==> config.mk <==
export PLATFORM = sky130hd
export DESIGN_NAME = pagedGpioRegs
export DESIGN_NICKNAME = d
export VERILOG_FILES = /design/src/rtl/gpioPkg.sv /design/src/rtl/gpioCtrl.sv /design/src/rtl/gpioDatapath.sv /design/src/rtl/pagedGpioRegs.sv
export SDC_FILE = /design/constraint.sdc
export NUM_CORES = 1
export LEC_CHECK = 0
export ABC_CLOCK_PERIOD_IN_PS = 2750
export BUFFER_PORTS_ARGS = -buffer_cell sky130_fd_sc_hd__buf_2
export CAP_MARGIN = 20
export CORE_MARGIN = 2
export CORE_UTILIZATION = 45
export DETAILED_ROUTE_END_ITERATION = 7
export PLACE_DENSITY = 0.64
export SYNTH_ARGS = -nofsm -noshare
export SYNTH_HDL_FRONTEND = slang
export SYNTH_HIERARCHICAL = 1
export SYNTH_SLANG_ARGS = --single-unit
export TNS_END_PERCENT = 20
==> constraint.sdc <==
create_clock -name clk -period 2.75 [get_ports clk]
set_input_delay 0.55 -clock clk [delete_from_list [all_inputs] [get_ports clk]]
set_output_delay 0.55 -clock clk [all_outputs]
set_load 0.1 [all_outputs]
==> src/rtl/gpioPkg.sv <==
package gpioPkg;
  localparam int GP_WIDTH     = 8;
  localparam int GP_PORTS     = 6;
  localparam int GP_IRQ_PORTS = 3;
  localparam int GP_ADDR_W    = 4;
  localparam int GP_SYNC      = 2;
  localparam int GP_IDX_W     = $clog2(GP_PORTS);

  localparam logic [1:0] PG_OFF = 2'd0;
  localparam logic [1:0] PG_POL = 2'd1;
  localparam logic [1:0] PG_EN  = 2'd2;
  localparam logic [1:0] PG_ID  = 2'd3;

  typedef enum logic [2:0] {
    RD_ZERO, RD_PIN, RD_SUMMARY, RD_PAGE, RD_POL, RD_EN, RD_ID
  } rdSel_e;

  // Strobes from decode to the register datapath
  typedef struct packed {
    logic [GP_PORTS-1:0]     portWr;
    logic                    pageWr;
    logic [GP_IRQ_PORTS-1:0] polWr;
    logic [GP_IRQ_PORTS-1:0] enWr;
    logic                    rdEn;
    rdSel_e                  rdSel;
    logic [GP_IDX_W-1:0]     rdIdx;
  } strobe_t;
endpackage

==> src/rtl/gpioCtrl.sv <==
module gpioCtrl
  import gpioPkg::*;
#(
  parameter int PORTS     = GP_PORTS,
  parameter int IRQ_PORTS = GP_IRQ_PORTS,
  parameter int ADDR_W    = GP_ADDR_W
) (
  input  logic              busSel,
  input  logic              busWe,
  input  logic [ADDR_W-1:0] busAddr,
  input  logic [1:0]        page,
  output strobe_t           strb
);
  localparam int IDX_W = GP_IDX_W;
  localparam logic [ADDR_W-1:0] SUM_OFF  = ADDR_W'(PORTS);
  localparam logic [ADDR_W-1:0] PAGE_OFF = ADDR_W'(PORTS + 1);
  localparam logic [ADDR_W-1:0] WIN_OFF  = ADDR_W'(PORTS + 2);
  localparam logic [ADDR_W-1:0] WIN_END  = ADDR_W'(PORTS + 2 + IRQ_PORTS);

  logic wrReq, rdReq;
  logic [ADDR_W-1:0] winIdx;

  assign wrReq  = busSel & busWe;
  assign rdReq  = busSel & ~busWe;
  assign winIdx = busAddr - WIN_OFF;

  always_comb begin
    strb       = '0;
    strb.rdEn  = rdReq;
    strb.rdSel = RD_ZERO;
    if (busAddr < SUM_OFF) begin
      strb.rdSel = RD_PIN;
      for (int i = 0; i < PORTS; i++) begin
        if (busAddr == ADDR_W'(i)) begin
          strb.portWr[i] = wrReq;
          strb.rdIdx     = IDX_W'(i);
        end
      end
    end else if (busAddr == SUM_OFF) begin
      strb.rdSel = RD_SUMMARY;
    end else if (busAddr == PAGE_OFF) begin
      strb.rdSel  = RD_PAGE;
      strb.pageWr = wrReq;
    end else if (busAddr < WIN_END) begin
      for (int i = 0; i < IRQ_PORTS; i++) begin
        if (winIdx == ADDR_W'(i)) begin
          strb.rdIdx = IDX_W'(i);
          case (page)
            PG_POL: begin strb.rdSel = RD_POL; strb.polWr[i] = wrReq; end
            PG_EN:  begin strb.rdSel = RD_EN;  strb.enWr[i]  = wrReq; end
            PG_ID:  strb.rdSel = RD_ID;
            default: strb.rdSel = RD_ZERO;
          endcase
        end
      end
    end
  end
endmodule

==> src/rtl/gpioDatapath.sv <==
module gpioDatapath
  import gpioPkg::*;
#(
  parameter int PORTS     = GP_PORTS,
  parameter int IRQ_PORTS = GP_IRQ_PORTS,
  parameter int WIDTH     = GP_WIDTH,
  parameter int SYNC      = GP_SYNC
) (
  input  logic                       clk,
  input  logic                       rstN,
  input  strobe_t                    strb,
  input  logic [WIDTH-1:0]           wdata,
  input  logic [PORTS*WIDTH-1:0]     pinIn,
  input  logic [IRQ_PORTS*WIDTH-1:0] idIn,
  output logic [PORTS*WIDTH-1:0]     latchOut,
  output logic [IRQ_PORTS*WIDTH-1:0] polOut,
  output logic [IRQ_PORTS*WIDTH-1:0] enOut,
  output logic [WIDTH-1:0]           pageLock,
  output logic [WIDTH-1:0]           rdata
);
  localparam int IDX_W = GP_IDX_W;

  logic [SYNC-1:0][PORTS*WIDTH-1:0] syncQ;
  logic [PORTS-1:0][WIDTH-1:0]      pinSync;
  logic [PORTS-1:0][WIDTH-1:0]      latchQ;
  logic [IRQ_PORTS-1:0][WIDTH-1:0]  polQ, enQ, idArr;
  logic [WIDTH-1:0]                 pageLockQ, rdataQ, rdNext;
  logic [IRQ_PORTS-1:0]             summary;

  // Pin synchronizer chain
  always_ff @(posedge clk) begin
    if (!rstN) syncQ <= '0;
    else       syncQ <= {syncQ[SYNC-2:0], pinIn};
  end
  assign pinSync = syncQ[SYNC-1];

  always_ff @(posedge clk) begin
    if (!rstN)            pageLockQ <= '0;
    else if (strb.pageWr) pageLockQ <= wdata;
  end

  for (genvar p = 0; p < PORTS; p++) begin : g_latch
    always_ff @(posedge clk) begin
      if (!rstN)                                latchQ[p] <= '0;
      else if (strb.portWr[p] && !pageLockQ[p]) latchQ[p] <= wdata;
    end
  end

  for (genvar q = 0; q < IRQ_PORTS; q++) begin : g_irqReg
    always_ff @(posedge clk) begin
      if (!rstN) begin
        polQ[q] <= '0;
        enQ[q]  <= '0;
      end else begin
        if (strb.polWr[q]) polQ[q] <= wdata;
        if (strb.enWr[q])  enQ[q]  <= wdata;
      end
    end
    assign summary[q] = |idArr[q];
  end

  assign idArr = idIn;

  always_comb begin
    rdNext = '0;
    case (strb.rdSel)
      RD_PIN:
        for (int i = 0; i < PORTS; i++)
          if (strb.rdIdx == IDX_W'(i)) rdNext = pinSync[i];
      RD_SUMMARY: rdNext[IRQ_PORTS-1:0] = summary;
      RD_PAGE:    rdNext = pageLockQ;
      RD_POL, RD_EN, RD_ID:
        for (int i = 0; i < IRQ_PORTS; i++)
          if (strb.rdIdx == IDX_W'(i))
            rdNext = (strb.rdSel == RD_POL) ? polQ[i] :
                     (strb.rdSel == RD_EN)  ? enQ[i]  : idArr[i];
      default: rdNext = '0;
    endcase
  end

  always_ff @(posedge clk) begin
    if (!rstN)          rdataQ <= '0;
    else if (strb.rdEn) rdataQ <= rdNext;
  end

  assign latchOut = latchQ;
  assign polOut   = polQ;
  assign enOut    = enQ;
  assign pageLock = pageLockQ;
  assign rdata    = rdataQ;
endmodule

==> src/rtl/pagedGpioRegs.sv <==
module pagedGpioRegs
  import gpioPkg::*;
(
  input  logic                          clk,
  input  logic                          rstN,
  input  logic                          busSel,
  input  logic                          busWe,
  input  logic [GP_ADDR_W-1:0]          busAddr,
  input  logic [GP_WIDTH-1:0]           busWdata,
  output logic [GP_WIDTH-1:0]           busRdata,
  input  logic [GP_PORTS*GP_WIDTH-1:0]  pinIn,
  input  logic [GP_IRQ_PORTS*GP_WIDTH-1:0] idIn,
  output logic [GP_PORTS*GP_WIDTH-1:0]  latchOut,
  output logic [GP_IRQ_PORTS*GP_WIDTH-1:0] polOut,
  output logic [GP_IRQ_PORTS*GP_WIDTH-1:0] enOut
);
  strobe_t             strb;
  logic [GP_WIDTH-1:0] pageLockQ;

  gpioCtrl u_ctrl (
    .busSel (busSel),
    .busWe  (busWe),
    .busAddr(busAddr),
    .page   (pageLockQ[GP_WIDTH-1 -: 2]),
    .strb   (strb)
  );

  gpioDatapath u_dp (
    .clk     (clk),
    .rstN    (rstN),
    .strb    (strb),
    .wdata   (busWdata),
    .pinIn   (pinIn),
    .idIn    (idIn),
    .latchOut(latchOut),
    .polOut  (polOut),
    .enOut   (enOut),
    .pageLock(pageLockQ),
    .rdata   (busRdata)
  );
endmodule

==> impl_metrics.xml, run 1 <==
<?xml version="1.0" encoding="UTF-8"?>
<metrics>
  <group name="die">
    <metric name="die_height" unit="um">141.8</metric>
    <metric name="row_count" unit="">50</metric>
    <metric name="initial_core_utilization" unit="%">45.86</metric>
    <metric name="floorplan.die.width" unit="um">141.8</metric>
    <metric name="core_region_area" unit="um^2">18640</metric>
    <metric name="floorplan.die_area" unit="um^2">20120</metric>
    <metric name="num_io_pins" unit="">192</metric>
  </group>
  <group name="global_routing">
    <metric name="grt_pass1_vias" unit="">6076</metric>
    <metric name="grt_antenna_before_repair" unit="">0</metric>
    <metric name="grt_first_pass_wirelength" unit="um">34640</metric>
    <metric name="grt_overflow_total" unit="">0</metric>
    <metric name="grtUsageTotal" unit="%">22.17</metric>
    <metric name="grt_max_degree" unit="">105</metric>
  </group>
  <group name="synth">
    <metric name="synth_area" unit="um^2">8549</metric>
    <metric name="synth_edf_count" unit="">0</metric>
    <metric name="postSynth.topFlopCell" unit="">sky130_fd_sc_hd__dfxtp_1</metric>
    <metric name="synth_seq_cells" unit="">208</metric>
    <metric name="ys.warnings.count" unit="">6</metric>
    <metric name="asr_flop_ratio_synth" unit="%">0</metric>
    <metric name="synth_top_area_share" unit="%">48.70</metric>
    <metric name="synth.net_count" unit="">919</metric>
    <metric name="synth_largest_area_cell" unit="">sky130_fd_sc_hd__dfxtp_1</metric>
    <metric name="synth.top_cells.by_area" unit="">sky130_fd_sc_hd__dfxtp_1 (49%), sky130_fd_sc_hd__mux2i_1 (15%), sky130_fd_sc_hd__nor2b_1 (8.2%)</metric>
    <metric name="yosysUniqueCellTypes" unit="">57</metric>
    <metric name="synthCells" unit="">831</metric>
    <metric name="post_synth.cell_area_avg" unit="um^2">10.29</metric>
    <metric name="synth.yosys.seq_area_share" unit="%">48.70</metric>
  </group>
  <group name="power_and_ir_drop">
    <metric name="p_leak" unit="nW">4.640</metric>
    <metric name="power_switching" unit="mW">1.499</metric>
    <metric name="worst_ir_drop_vdd" unit="V">0.0004139</metric>
    <metric name="p_clk_share" unit="%">47.0</metric>
    <metric name="internal_power" unit="mW">5.321</metric>
    <metric name="p_per_area" unit="nW/um^2">648.3</metric>
    <metric name="p_seq_share" unit="%">45.6</metric>
    <metric name="combinationalPowerShare" unit="%">7.4</metric>
    <metric name="p_sw_share" unit="%">21.98</metric>
    <metric name="final_total_pwr" unit="mW">6.820</metric>
  </group>
  <group name="final_layout">
    <metric name="sequential_cell_area" unit="um^2">4164</metric>
    <metric name="final_util" unit="%">56.43</metric>
    <metric name="nFillCells" unit="">1648</metric>
    <metric name="drive_above_1_share" unit="%">27.52</metric>
    <metric name="num-nets-final" unit="">1095</metric>
    <metric name="diodes" unit="">0</metric>
    <metric name="multiInputGateArea" unit="um^2">4031</metric>
    <metric name="areaGrowthSynthToFinish" unit="%">23.05</metric>
  </group>
  <group name="clocking">
    <metric name="numClockSinks" unit="">208</metric>
    <metric name="cts.repair.resized" unit="">0</metric>
    <metric name="post_cts_setup_buffers" unit="">0</metric>
    <metric name="clock-root-buffer" unit="">sky130_fd_sc_hd__clkbuf_16</metric>
    <metric name="cts.reportedPaths.clkPinSlew" unit="ns">0.06</metric>
    <metric name="cts-root-to-sink-buffers" unit="">3</metric>
    <metric name="tritoncts" unit="">done</metric>
    <metric name="cts-htree-levels" unit="">1</metric>
    <metric name="numCtsBuffers" unit="">22</metric>
    <metric name="clock_insertion_delay_worst_skew" unit="ns">0.51</metric>
    <metric name="cts.hold.buffers_added" unit="">0</metric>
  </group>
  <group name="sta">
    <metric name="drv_slew" unit="">0</metric>
    <metric name="clock_skew" unit="ns">0.01377</metric>
    <metric name="crit_path_time_final" unit="ns">2.369</metric>
    <metric name="report.final.setup_viol" unit="">0</metric>
    <metric name="rsz_0062_raised_after_global_routing" unit="">no</metric>
    <metric name="tns" unit="ns">0</metric>
    <metric name="layout_setup_ws" unit="ns">0.3806</metric>
    <metric name="slew-limit-headroom" unit="%">59.64</metric>
    <metric name="final.hold.worst_slack" unit="ns">0.2453</metric>
    <metric name="max_clock_freq" unit="MHz">422.1</metric>
    <metric name="finalHoldViolations" unit="">0</metric>
    <metric name="timing_worst_slew_pin_value" unit="ns">0.6054</metric>
    <metric name="layout_worst_path_cycle_share" unit="%">86.16</metric>
  </group>
  <group name="setup_path">
    <metric name="setup.worst_path.start_class" unit="">flip-flop</metric>
    <metric name="crit_required" unit="ns">3.14</metric>
    <metric name="cp_max_fo" unit="">20</metric>
    <metric name="timing.critical_path.to_type" unit="">flip-flop</metric>
    <metric name="cp.arrival" unit="ns">2.76</metric>
    <metric name="path_class" unit="">flip-flop to flip-flop</metric>
  </group>
  <group name="place">
    <metric name="detailedPlacementHpwl" unit="um">16290</metric>
    <metric name="gp_congestion" unit="">0.8687</metric>
    <metric name="port_buffers" unit="">191</metric>
    <metric name="placement.setup.worst_slack" unit="ns">0.07988</metric>
  </group>
  <group name="routing">
    <metric name="wl" unit="um">22580</metric>
    <metric name="firstDrtPassIters" unit="">5</metric>
    <metric name="routed_via_density" unit="">5.093</metric>
    <metric name="drt_iter0_markers" unit="">468</metric>
    <metric name="drc" unit="">0</metric>
    <metric name="final_antenna_net_count" unit="">0</metric>
    <metric name="wl_per_cell" unit="um">17.99</metric>
    <metric name="route.vias.total" unit="">6392</metric>
  </group>
  <group name="outcome">
    <metric name="result_of_the_run" unit="">complete, no violations</metric>
  </group>
  <group name="run">
    <metric name="maxCapViolCount" unit="">0</metric>
  </group>
  <group name="worst_hold_path">
    <metric name="timing.hold.worst.class" unit="">input port to flip-flop</metric>
  </group>
</metrics>
[worst max-delay path, stage by stage, from the launching register on]
cell,delay [ns]
sky130_fd_sc_hd__dfxtp_1,0.45
sky130_fd_sc_hd__nor3b_1,0.23
sky130_fd_sc_hd__o22a_1,0.26
sky130_fd_sc_hd__buf_12,0.18
sky130_fd_sc_hd__mux2_2,0.35
sky130_fd_sc_hd__mux4_2,0.46
sky130_fd_sc_hd__mux2i_1,0.21
sky130_fd_sc_hd__o211ai_1,0.11
[cells by family (layout without fill, tap and decap cells)]
kind of cell,after synthesis,count (layout),synth area share [%]
mux,140,140,17.14
compound gates,84,84,7.127
buf+inv,78,268,4.288
flops,208,208,48.70
simple gates,321,321,22.74
[worst paths after layout]
| check | endpoint | depth (start not counted) | start | slack [ns] |
|---|---|---|---|---|
| setup / recovery | u_dp/rdata[4] | 7 | u_dp/pageLock[7] | 0.38 |
| hold / removal | u_dp/syncQ[1] | 2 | pinIn[1] | 0.25 |
| setup reg to reg | u_dp/rdata[4] | 7 | u_dp/pageLock[7] | 0.38 |
| hold reg to reg | u_dp/pinSync[25] | 1 | u_dp/syncQ[25] | 0.43 |
[cells in the final DEF (no fill, tap or decap), types with 7 or more instances in the layout]
| master | netlist | final |
|---|---|---|
| sky130_fd_sc_hd__buf_4 | 6 | 28 |
| sky130_fd_sc_hd__nor2b_1 | 112 | 112 |
| sky130_fd_sc_hd__nand2b_1 | 17 | 17 |
| sky130_fd_sc_hd__o211ai_1 | 11 | 11 |
| sky130_fd_sc_hd__o21ai_0 | 21 | 21 |
| sky130_fd_sc_hd__mux2_2 | 10 | 10 |
| sky130_fd_sc_hd__nand2_1 | 25 | 25 |
| sky130_fd_sc_hd__a31oi_1 | 7 | 7 |
| sky130_fd_sc_hd__a211oi_1 | 8 | 7 |
| sky130_fd_sc_hd__inv_1 | 10 | 10 |
| sky130_fd_sc_hd__buf_2 | 8 | 190 |
| sky130_fd_sc_hd__and2_1 | 102 | 102 |
| sky130_fd_sc_hd__clkbuf_16 | 0 | 23 |
| sky130_fd_sc_hd__a21oi_1 | 9 | 9 |
| sky130_fd_sc_hd__dfxtp_1 | 208 | 208 |
| sky130_fd_sc_hd__nor2_1 | 24 | 24 |
| sky130_fd_sc_hd__mux2i_1 | 125 | 125 |
| sky130_fd_sc_hd__nor3_1 | 10 | 10 |
[state kept, by name, indices dropped and copies added, names as in the netlist]
signal / cells
u_dp/pinSync: 48
u_dp/latchOut: 48
u_dp/enOut: 24
u_dp/rdata: 8
u_dp/syncQ: 48
u_dp/polOut: 24
u_dp/pageLock: 8
[routing by layer]
metal / global-route usage [%] / part of all wire [%]
met2: 34.16 / 44
met5: 0 / 0
met1: 31.35 / 46
met4: 8.263 / 3.4
met3: 3.645 / 6.8
[cell usage after synthesis, types with 2 or more instances]
cell,count
sky130_fd_sc_hd__a211oi_1,8
sky130_fd_sc_hd__a21oi_1,9
sky130_fd_sc_hd__a221oi_1,3
sky130_fd_sc_hd__a221oi_2,2
sky130_fd_sc_hd__a2bb2oi_1,3
sky130_fd_sc_hd__a31oi_1,7
sky130_fd_sc_hd__a32oi_1,3
sky130_fd_sc_hd__and2_1,102
sky130_fd_sc_hd__and3_1,5
sky130_fd_sc_hd__buf_2,8
sky130_fd_sc_hd__buf_4,6
sky130_fd_sc_hd__buf_6,5
sky130_fd_sc_hd__clkbuf_1,47
sky130_fd_sc_hd__dfxtp_1,208
sky130_fd_sc_hd__inv_1,10
sky130_fd_sc_hd__mux2_2,10
sky130_fd_sc_hd__mux2i_1,125
sky130_fd_sc_hd__mux4_2,4
sky130_fd_sc_hd__nand2_1,25
sky130_fd_sc_hd__nand2b_1,17
sky130_fd_sc_hd__nor2_1,24
sky130_fd_sc_hd__nor2b_1,112
sky130_fd_sc_hd__nor3_1,10
sky130_fd_sc_hd__nor3b_1,3
sky130_fd_sc_hd__nor4_1,6
sky130_fd_sc_hd__nor4_2,2
sky130_fd_sc_hd__o2111ai_1,3
sky130_fd_sc_hd__o211ai_1,11
sky130_fd_sc_hd__o21ai_0,21
sky130_fd_sc_hd__o221ai_1,3
sky130_fd_sc_hd__or4_1,3
[layout make-up]
| type | count | share of cell area (%) |
|---|---|---|
| clock buffers | 32 | 6.268 |
| clock inverters | 6 | 1.273 |
| inverters | 10 | 0.3568 |
| multi-input cells | 545 | 38.32 |
| flip-flops and latches | 208 | 39.58 |
| well taps | 234 | 2.783 |
| repair buffers | 220 | 11.42 |
[stage by stage]
step / cell area, um^2 / instances
2_1_floorplan: 8549 / 831
3_3_place_gp: 9727 / 1217
3_5_place_dp: 9727 / 1217
4_1_cts: 10520 / 1255
5_1_grt: 10520 / 1255
6_report: 10520 / 1255
[power groups by stage]
stage / clock network, mW / logic, mW / registers [mW]
5_1_grt: 3.37 / 0.544 / 3.12
4_1_cts: 3.26 / 0.502 / 3.11
3_3_place_gp: 0 / 0.501 / 3.18
6_report: 3.21 / 0.503 / 3.11
2_1_floorplan: 0 / 0.274 / 3.23
3_5_place_dp: 0 / 0.501 / 3.18
No activity file was read; power rests on OpenSTA's default activity.
==> run 2: changes to the inputs <==
- CAP_MARGIN: 20 -> unset
- CORE_MARGIN: 2 -> 10
- SYNTH_HIERARCHICAL: 1 -> unset
==> run 2 against run 1 <==
Compared with the run above:
- clock-buffer cell count fell by 1
- design area rose by 3.3%
- largest cell class is now multi-input gates
- combinational power rose by 11%
- critical path depth fell by 1
- maximum frequency rose by 11%
- non-clock buffer count fell by 1
- sequential power barely moved
==> impl_metrics.xml, run 2 <==
<?xml version="1.0" encoding="UTF-8"?>
<metrics>
  <group name="routing">
    <metric name="firstDrtPassIters" unit="">5</metric>
    <metric name="wl" unit="um">25860</metric>
    <metric name="route.vias.total" unit="">7103</metric>
    <metric name="final_antenna_net_count" unit="">0</metric>
    <metric name="drt_iter0_markers" unit="">518</metric>
    <metric name="routed_via_density" unit="">5.250</metric>
    <metric name="wl_per_cell" unit="um">19.12</metric>
    <metric name="drc" unit="">0</metric>
  </group>
  <group name="final_layout">
    <metric name="layout_commonest_cell" unit="">sky130_fd_sc_hd__dfxtp_1</metric>
    <metric name="mostFrequentLayoutCells" unit="">sky130_fd_sc_hd__dfxtp_1 (208), sky130_fd_sc_hd__buf_2 (190), sky130_fd_sc_hd__nor2b_1 (119)</metric>
    <metric name="num-nets-final" unit="">1157</metric>
    <metric name="areaGrowthSynthToFinish" unit="%">23.05</metric>
    <metric name="postLayoutCellArea" unit="um^2">10870</metric>
    <metric name="drive_above_1_share" unit="%">25.32</metric>
  </group>
  <group name="synth">
    <metric name="synth_area" unit="um^2">8830</metric>
    <metric name="asr_flop_ratio_synth" unit="%">0</metric>
    <metric name="synth.top_cells.by_area" unit="">sky130_fd_sc_hd__dfxtp_1 (47%), sky130_fd_sc_hd__mux2i_1 (12%), sky130_fd_sc_hd__nor2b_1 (8.4%)</metric>
    <metric name="synth.yosys.seq_area_share" unit="%">47.16</metric>
    <metric name="synth.net_count" unit="">991</metric>
    <metric name="synth_edf_count" unit="">0</metric>
    <metric name="synth_seq_cells" unit="">208</metric>
    <metric name="ys.warnings.count" unit="">0</metric>
    <metric name="synthCells" unit="">903</metric>
    <metric name="post_synth.cell_area_avg" unit="um^2">9.778</metric>
    <metric name="postSynth.topFlopCell" unit="">sky130_fd_sc_hd__dfxtp_1</metric>
    <metric name="synth_top_area_share" unit="%">47.16</metric>
    <metric name="post_synth_most_frequent_cells" unit="">sky130_fd_sc_hd__dfxtp_1 (208), sky130_fd_sc_hd__nor2b_1 (119), sky130_fd_sc_hd__mux2i_1 (107)</metric>
    <metric name="synth_largest_area_cell" unit="">sky130_fd_sc_hd__dfxtp_1</metric>
    <metric name="synth_most_common_cell" unit="">sky130_fd_sc_hd__dfxtp_1</metric>
    <metric name="yosysUniqueCellTypes" unit="">60</metric>
  </group>
  <group name="global_routing">
    <metric name="grt_antenna_before_repair" unit="">2</metric>
    <metric name="groute.layer.met1.usage" unit="%">24.39</metric>
    <metric name="grt_first_pass_wirelength" unit="um">40520</metric>
    <metric name="grt_pass1_vias" unit="">7083</metric>
    <metric name="grt_max_degree" unit="">165</metric>
    <metric name="grtUsageTotal" unit="%">19.31</metric>
    <metric name="grt_overflow_total" unit="">0</metric>
    <metric name="gr-max-usage-layer" unit="">met2</metric>
    <metric name="groute.layer.met3.usage" unit="%">4.859</metric>
    <metric name="global_route.usage.met2" unit="%">31.14</metric>
  </group>
  <group name="sta">
    <metric name="max_clock_freq" unit="MHz">466.5</metric>
    <metric name="timing_worst_slew_pin_value" unit="ns">0.8870</metric>
    <metric name="rsz_0062_raised_after_global_routing" unit="">no</metric>
    <metric name="drv_slew" unit="">0</metric>
    <metric name="slew-limit-headroom" unit="%">40.44</metric>
    <metric name="clock_skew" unit="ns">0.009246</metric>
    <metric name="layout_worst_path_cycle_share" unit="%">77.95</metric>
    <metric name="finalHoldViolations" unit="">0</metric>
    <metric name="report.final.setup_viol" unit="">0</metric>
    <metric name="layout_setup_ws" unit="ns">0.6064</metric>
    <metric name="tns" unit="ns">0</metric>
    <metric name="crit_path_time_final" unit="ns">2.144</metric>
  </group>
  <group name="die">
    <metric name="num_io_pins" unit="">192</metric>
    <metric name="row_count" unit="">51</metric>
    <metric name="floorplan.die.width" unit="um">160.1</metric>
    <metric name="initial_core_utilization" unit="%">45.52</metric>
    <metric name="floorplan.die_area" unit="um^2">25620</metric>
    <metric name="core_region_area" unit="um^2">19400</metric>
    <metric name="die_height" unit="um">160.1</metric>
  </group>
  <group name="place">
    <metric name="port_buffers" unit="">191</metric>
    <metric name="detailedPlacementHpwl" unit="um">18800</metric>
    <metric name="placement.setup.worst_slack" unit="ns">0.2147</metric>
    <metric name="postPlaceCellArea" unit="um^2">10050</metric>
    <metric name="gp_congestion" unit="">0.9630</metric>
  </group>
  <group name="setup_path">
    <metric name="cp.arrival" unit="ns">2.59</metric>
    <metric name="path_class" unit="">flip-flop to flip-flop</metric>
    <metric name="setup.worst_path.start_class" unit="">flip-flop</metric>
    <metric name="worst-r2r-setup-slack" unit="ns">0.61</metric>
    <metric name="end_of_the_worst_register_to_register_path" unit="">u_dp.rdata[4]</metric>
    <metric name="worst_path_largest_cell_delay" unit="ns">0.71</metric>
    <metric name="timing.critical_path.to_type" unit="">flip-flop</metric>
    <metric name="cp_max_fo" unit="">16</metric>
    <metric name="number_of_cells_on_the_worst_reg_to_reg_path" unit="">6</metric>
    <metric name="critical_path.reg2reg.startpoint" unit="">u_dp.pageLock[7]</metric>
    <metric name="critical-path-slowest-cell" unit="">sky130_fd_sc_hd__xnor2_1</metric>
    <metric name="crit_required" unit="ns">3.20</metric>
    <metric name="crit_chain" unit="">buf_4 -&gt; xnor2_1 -&gt; o31ai_1 -&gt; a41o_1 -&gt; a31oi_1 -&gt; o221a_1</metric>
  </group>
  <group name="clocking">
    <metric name="numClockSinks" unit="">208</metric>
    <metric name="cts-htree-levels" unit="">1</metric>
    <metric name="cts.hold.buffers_added" unit="">0</metric>
    <metric name="post_cts_setup_buffers" unit="">0</metric>
    <metric name="clock_insertion_delay_worst_skew" unit="ns">0.51</metric>
    <metric name="tritoncts" unit="">done</metric>
    <metric name="cts.reportedPaths.clkPinSlew" unit="ns">0.06</metric>
    <metric name="numCtsBuffers" unit="">23</metric>
    <metric name="cts.repair.resized" unit="">0</metric>
    <metric name="cts-root-to-sink-buffers" unit="">3</metric>
    <metric name="clock-root-buffer" unit="">sky130_fd_sc_hd__clkbuf_16</metric>
  </group>
  <group name="power_and_ir_drop">
    <metric name="p_leak" unit="nW">4.360</metric>
    <metric name="worst_ir_drop_vdd" unit="V">0.0005201</metric>
    <metric name="p_per_area" unit="nW/um^2">634.7</metric>
  </group>
  <group name="worst_hold_path">
    <metric name="holdPathStages" unit="">2</metric>
    <metric name="worst_hold_path.endpoint" unit="">u_dp.syncQ[43]</metric>
    <metric name="worst_hold_startpoint" unit="">pinIn[43]</metric>
    <metric name="timing.hold.worst.class" unit="">input port to flip-flop</metric>
  </group>
  <group name="outcome">
    <metric name="result_of_the_run" unit="">complete, no violations</metric>
  </group>
  <group name="run">
    <metric name="maxCapViolCount" unit="">0</metric>
  </group>
</metrics>
[run 2: how the worst max path moves through the flow]
| stage | startpoint | to | cells after the start |
|---|---|---|---|
| floorplan | busAddr[3] | u_dp.enOut[0] | 8 |
| global placement | busAddr[1] | u_dp.rdata[4] | 7 |
| detailed placement | busAddr[1] | u_dp.rdata[4] | 7 |
| CTS | u_dp.pageLock[7] | u_dp.rdata[4] | 6 |
| global route | u_dp.pageLock[7] | u_dp.rdata[1] | 6 |
| finish | u_dp.pageLock[7] | u_dp.rdata[4] | 6 |
[run 2: metrics by stage]
stage	utilization (%)	total power, mW	cells	hold WS, ns
CTS	55.99	6.963	1351	0.2271
finish	56.01	6.897	1353	0.2426
global placement	51.79	3.734	1309	0.4160
detailed placement	51.79	3.735	1309	0.4177
global route	56.01	7.151	1353	0.2277
floorplan	-	3.535	903	0.4119
[run 2: power by group]
group	switching, mW	total [mW]	leakage, nW	internal, mW
Clock	1.23	3.22	0.401	1.99
Sequential	0.0255	3.11	1.70	3.09
Combinational	0.353	0.558	2.26	0.206
[run 2: layout make-up]
cell class | instances | area [um^2]
Antenna cell | 2 | 5.005
Clock buffer | 31 | 665.6
Fill cell | 1791 | 8533
Sequential cell | 208 | 4164
Tap cell | 265 | 331.6
Timing Repair Buffer | 219 | 1219
Multi-Input combinational cell | 607 | 4295
Clock inverter | 11 | 147.6
Inverter | 10 | 37.54
[run 2: kinds of logic (layout without fill, tap and decap cells)]
kind of cell           after synthesis  count (layout)  synth area share [%]
AND/OR/NAND/NOR                    361             361                 25.14
multiplexers                       107             107                 12.13
XOR/XNOR                             2               2                0.1984
AO/OA/AOI/OAI                      137             137                 11.11
other                                0               2                     0
flip-flops                         208             208                 47.16
buffers and inverters               88             271                 4.265
[run 2: metal layers]
| layer | wire length [um] | up-vias |
|---|---|---|
| met4 | 974 | 0 |
| met5 | 0 | - |
| met1 | 11160 | 3229 |
| li1 | - | 3498 |
| met2 | 11810 | 309 |
| met3 | 1917 | 67 |
[run 2: critical path, delay by kind of cell (launching register included)]
| kind | cells | cell delay (ns) |
|---|---|---|
| buffers and inverters | 1 | 0.21 |
| DFF | 1 | 0.35 |
| xor gates and xnor gates | 1 | 0.71 |
| AOI/OAI and AO/OA | 4 | 0.81 |
